$ cat src/rtl/gear_clk_div.sv
module gear_clk_div #(
  parameter int FLD_W = 3
) (
  input  logic             clk_2x,
  input  logic             rst_n,
  input  logic             mode_lp,
  input  logic [FLD_W-1:0] div_hs,
  input  logic [FLD_W-1:0] div_lp,
  input  logic             bus_half,
  output logic             ph1,
  output logic             ph2,
  output logic             core_ph1,
  output logic             core_ph2,
  output logic             bus_ph1,
  output logic             bus_ph2,
  output logic             sync_en,
  output logic             brg_en
);
  localparam int CNT_W = 1 << FLD_W;

  logic [CNT_W-1:0] cnt;
  logic [FLD_W-1:0] cur_k;
  logic             half_q;
  logic             odd;
  logic [CNT_W:0]   half_w;
  logic             last;
  logic [FLD_W-1:0] sel_k;

  assign sel_k  = mode_lp ? div_lp : div_hs;
  assign half_w = (CNT_W+1)'(1) << cur_k;
  assign last   = ({1'b0, cnt} == ((half_w << 1) - (CNT_W+1)'(1)));

  always_ff @(posedge clk_2x or negedge rst_n) begin
    if (!rst_n) begin
      cnt    <= '0;
      cur_k  <= '0;
      half_q <= 1'b0;
      odd    <= 1'b0;
    end else if (last) begin
      cnt    <= '0;
      cur_k  <= sel_k;
      half_q <= bus_half;
      odd    <= bus_half & half_q & ~odd;
    end else begin
      cnt <= cnt + 1'b1;
    end
  end

  assign ph1      = ({1'b0, cnt} < half_w);
  assign ph2      = ~ph1;
  assign core_ph1 = ph1;
  assign core_ph2 = ph2;
  assign bus_ph1  = ph1 & ~odd;
  assign bus_ph2  = ph2 & ~odd;
  assign sync_en  = (cnt == '0);
  assign brg_en   = ({1'b0, cnt} == half_w);
endmodule

$ cat config.mk
export PLATFORM = sky130hd
export DESIGN_NAME = gear_clk_div
export DESIGN_NICKNAME = d
export VERILOG_FILES = /design/src/rtl/gear_clk_div.sv
export SDC_FILE = /design/constraint.sdc
export NUM_CORES = 1
export LEC_CHECK = 0
export BUFFER_PORTS_ARGS = -buffer_cell sky130_fd_sc_hd__buf_2
export CORE_MARGIN = 2
export CORE_UTILIZATION = 57
export DETAILED_ROUTE_END_ITERATION = 10
export PLACE_DENSITY = 0.81
export SYNTH_ARGS = -nofsm -noshare
export SYNTH_HDL_FRONTEND = slang
export SYNTH_SLANG_ARGS = --single-unit
$ cat constraint.sdc
create_clock -name clk_2x -period 5.4 [get_ports clk_2x]
set_input_delay 1.08 -clock clk_2x [delete_from_list [all_inputs] [get_ports clk_2x]]
set_output_delay 1.08 -clock clk_2x [all_outputs]
set_load 0.01 [all_outputs]
Word level (Yosys, flattened, before mapping)

Cells that the tools add are included.

Bits in registers: 13
Latch bits: 0
RAM bits: 0
Memory bits (read-only): 0
Logic and storage cells: 19
Memories kept: 0

Add/sub/neg operators: 2
Multipliers: 0
Divide/modulo/power cells: 0
Magnitude comparators: 1
Eq/ne operators: 2
Shift-type cells: 1
Multiplexer cells: 2
Bitwise logic cells: 6
Reductions and logical operators: 1

Operator list:

| kind                                              | number |
|---|---|
| == test 8 x 9 -> 1 bit                            | 2 |
| < comparator 8 x 9 -> 1 bit                       | 1 |
| left shift 1 x 3 -> 9 bit (first input constant)  | 1 |
| subtractor 9 x 1 -> 9 bit (second input constant) | 1 |
| adder 8 x 1 -> 8 bit (second input constant)      | 1 |
| logical NOT 8 bit                                 | 1 |
| two-way mux 8 bit                                 | 1 |
| bitwise AND 1 bit                                 | 4 |
| two-way mux 3 bit                                 | 1 |
| NOT 1 bit                                         | 2 |

Depth between registers and ports, before layout

Depth after elaboration: 4
Depth in mapped cells: 10
Depth with buffers taken out: 8

Least setup slack after synthesis

OpenSTA, ideal clock, no wires.

Path type: flip-flop to output port
Start: reg cur_k[2]
End: out ph1
Arrival: 2.136 ns
Data required time: 4.320 ns
Setup slack: 2.184 ns
Stages on the path, launching flop included: 9
Path buffers: 2
Path through: dfrtp_1 > buf_6 > clkinv_1 > or3_1 > ha_1 > nor2b_1 > o31ai_1 > and2_1 > buf_4

Cells in the longest elaborated chain, start to end: 2

Ends and longest elaborated chain:

| element                     | RTL line | RTL |
|---|---|---|
| start: declaration          | 22       | `logic [FLD_W-1:0] cur_k;` |
| start signal: assignment    | 41       | `cur_k <= sel_k;` |
| left shift 1 x 3 -> 9 bit   | 30       | `assign half_w = (CNT_W+1)'(1) << cur_k;` |
| < comparator 8 x 9 -> 1 bit | 49       | `assign ph1 = ({1'b0, cnt} < half_w);` |
| end: declaration            | 10       | `output logic ph1,` |

No other way between the ends.

Final worst setup path

Start: reg cur_k[2]
End: out bus_ph1

Cells in the longest elaborated chain, start to end: 3

Ends and longest elaborated chain:

| element                     | RTL line | RTL |
|---|---|---|
| left shift 1 x 3 -> 9 bit   | 30       |  |
| < comparator 8 x 9 -> 1 bit | 49       |  |
| bitwise AND 1 bit           | 53       | `assign bus_ph1 = ph1 & ~odd;` |
| end: declaration            | 14       | `output logic bus_ph1,` |

No other way between the ends.

==> summary.md <==
| Metric | Value |
|---|---|
| Post-CTS Resized | `0` |
| Top FF cell, synth | `dfrtp_1` |
| Min cycle time layout | `3.79 ns` |
| Worst slew pin tran | `0.830 ns` |
| DIE AREA | `2210 um2` |
| Fin util | `66.2%` |
| Internal power | `130 uW` |
| Gr usage total | `24.5%` |
| Hold-critical path depth | `1` |
| Synthesized cell area | `1050 um2` |
| Drt wl/cell | `13.9 um` |
| Root Driver | `clkbuf_4` |
| CTS tree | `built` |
| Most common cell in the netlist | `dfrtp_1` |
| Number of buffers created by CTS | `3` |
| Slew Limit Fails | `0` |
| Startpoint Class | `flop` |
| Crit-path cells | `clkinv_1, or3_1, ha_1, nand4_1, a21oi_1, o31ai_1, nor3b_1, buf_2` |
| PortBufs | `17` |
| Final WL | `2150 um` |
| Wl on met1 | `968 um` |
| Setup Fix Bufs, Post-CTS | `0` |
| Reg power frac | `58.5%` |
| I/O Pins | `18` |
| Pwr dens | `146 nW/um2` |
| Vias | `867` |
| Net Sw Frac | `22.1%` |
| Post-route clock period utilization | `70.2%` |
| CP peak stage delay | `0.54 ns` |
| CTS Hold Bufs | `0` |
| Diode count | `0` |
| Final hold viol count | `0` |
| Area share of the largest cell type after synthesis | `30.9%` |
| Commonest cells in the netlist | `dfrtp_1 (13), ha_1 (10), nor2_1 (10)` |
| Critical-path maximum fanout | `11` |
| Final global-route overflow total | `0` |
| Hold Crit Class | `flop to flop` |
| Row Count | `15` |
| Syn nets | `136` |
| CP Capture Type | `output pin` |
| Reg2Reg Depth | `5` |
| Initial Utilization | `61.0%` |
| Clk Latency, worst-skew pair | `0.28 ns` |
| WL met2 | `1040 um` |
| Dominant cells by area after synthesis | `dfrtp_1 (31%), ha_1 (12%), nand3_1 (4.3%)` |
| Max VDD drop | `0.000122 V` |
| Final HPWL from detailed placement | `1610 um` |
| Ys async rst share | `100%` |
| Post-detailed-route count of antenna-violating nets | `0` |
| Endpoints failing setup | `0` |
| H-tree levels | `1` |
| Max Clk Rate | `264 MHz` |
| Gate power share | `4.3%` |
| Largest net degree at the start of global routing | `15` |
| Psw | `36.8 uW` |
| Area grow syn2layout | `8.43%` |
| Die Span Y | `47.0 um` |
| Post-Layout Cell Count | `155` |
| Clock transition at path regs | `0.08 ns` |
| Synthesized flop and latch total | `13` |
| Die W | `47.0 um` |
| RSZ-0062 raised after global routing | `false` |
| Setup_tns | `0 ns` |
| Number of synthesized flops with an enable pin | `0` |
| Crit Path Class | `flop to output pin` |
| Initial antenna violation count | `0` |
| Core Area | `1730 um2` |
| MaxCap Viol Count | `0` |
| 1st-pass router iterations | `5` |
| Rel. slew slack | `44.7%` |
| Mean Syn Cell Area | `9.08 um2` |
| Nets | `151` |
| First DRT Iteration DRCs | `23` |
| Max clock buf depth | `2` |
| Metal3 WL | `116 um` |
| GP Congestion | `0.857` |
| Synth Instances | `116` |
| Vias in the first global route | `827` |
| Worst EP arrival | `2.71 ns` |
| Fill count | `163` |
| Outcome | `finished, final reports clean` |
| CTS Sinks | `13` |
| Vias per cell | `5.59` |
| CP required | `4.32 ns` |
| Yosys warnings | `0` |
| Crit-path slowest cell | `dfrtp_1` |
| Leakage | `0.000514 uW` |
| Clk pwr share | `37.3%` |
| Distinct cells, synth | `36` |
| First-pass GRT wire length | `3790 um` |
| Top Metal Used | `met4` |
| Layout cell share with drive strength beyond 1 | `21.5%` |
| Cell taking the most area after synthesis | `dfrtp_1` |
| Final Skew | `0.000479 ns` |
| Sequential share of the synthesized area | `30.9%` |
| Cell Count Post-Placement | `151` |
| Drc violations | `0` |
==> state kept, by name (all words and copies together) (netlist names) <==
| name | cells |
|---|---|
| cnt | 8 |
| cur_k | 3 |
| half_q | 1 |
| odd | 1 |
==> area by class of cell <==
class                           count  area, um2  area share (%)
Tap cell                           25       31.3            2.74
Inverter                            9       33.8            2.96
Sequential cell                    13        325            28.5
Multi-Input combinational cell     87        641            56.1
Timing Repair Buffer               17       85.1            7.45
Clock buffer                        4       26.3            2.30
==> cells in the final DEF, fill, tap and decap left out, types with 4 or more instances in the layout <==
cell type	count
xor2_1	5
ha_1	10
a21oi_1	6
o21ai_0	4
dfrtp_1	13
inv_1	6
mux2i_1	4
buf_2	17
nand2_1	5
nand3_1	9
nor2_1	10
nor2b_1	6
==> worst max-delay path, delay by kind of cell, from the launching register on <==
kind	cells	cell delay (ns)
DFF	1	0.54
buffers and inverters	2	0.42
adders and majority gates	1	0.29
AOI/OAI and AO/OA	2	0.41
and+or+nand+nor	3	0.77
==> metrics by stage <==
stage | power [uW] | area, um2 | hold WS, ns | setup slack [ns]
after floorplan | 101 | 1050 | 0.472 | 2.18
after global placement | 106 | 1120 | 0.489 | 2.02
after detailed placement | 106 | 1120 | 0.497 | 1.95
after CTS | 168 | 1140 | 0.516 | 1.62
after global routing | 172 | 1140 | 0.549 | 1.40
final | 166 | 1140 | 0.514 | 1.61
==> power by group through the flow <==
stage / logic (uW) / clock network [uW] / registers (uW)
3_5_place_dp: 7.26 / 0 / 99.2
6_report: 7.08 / 62.0 / 97.2
4_1_cts: 7.28 / 63.2 / 97.2
3_3_place_gp: 7.02 / 0 / 99.2
5_1_grt: 8.20 / 66.2 / 97.3
2_1_floorplan: 1.66 / 0 / 99.2
==> path summary, 6_finish.rpt <==
check	startpoint	end	slack (ns)
max	cur_k[2]	bus_ph1	1.61
min	half_q	half_q	0.51
min reg2reg	half_q	half_q	0.51
max reg2reg	cur_k[1]	odd	3.02
min in group asynchronous	rst_n	cnt[5]	0.67
max in group asynchronous	rst_n	half_q	4.51
==> cell families (layout without fill, tap and decap cells) <==
| group | count (synthesis) | count (layout) | synth area share (%) |
|---|---|---|---|
| AO/OA/AOI/OAI | 19 | 19 | 13.8 |
| XOR/XNOR | 7 | 7 | 5.82 |
| adder cells (fa/ha/maj) | 10 | 10 | 11.9 |
| buffers and inverters | 16 | 30 | 8.31 |
| flip-flops | 13 | 13 | 30.9 |
| multiplexers | 8 | 8 | 8.43 |
| AND/OR/NAND/NOR | 43 | 43 | 20.9 |
==> layer usage <==
metal / global-route usage (%) / vias up
met3: 2.31 / 3
met1: 33.7 / 398
met2: 40.0 / 32
met5: 0 / -
li1: - / 434
met4: 8.89 / 0
Power figures use the tool's default switching activity.
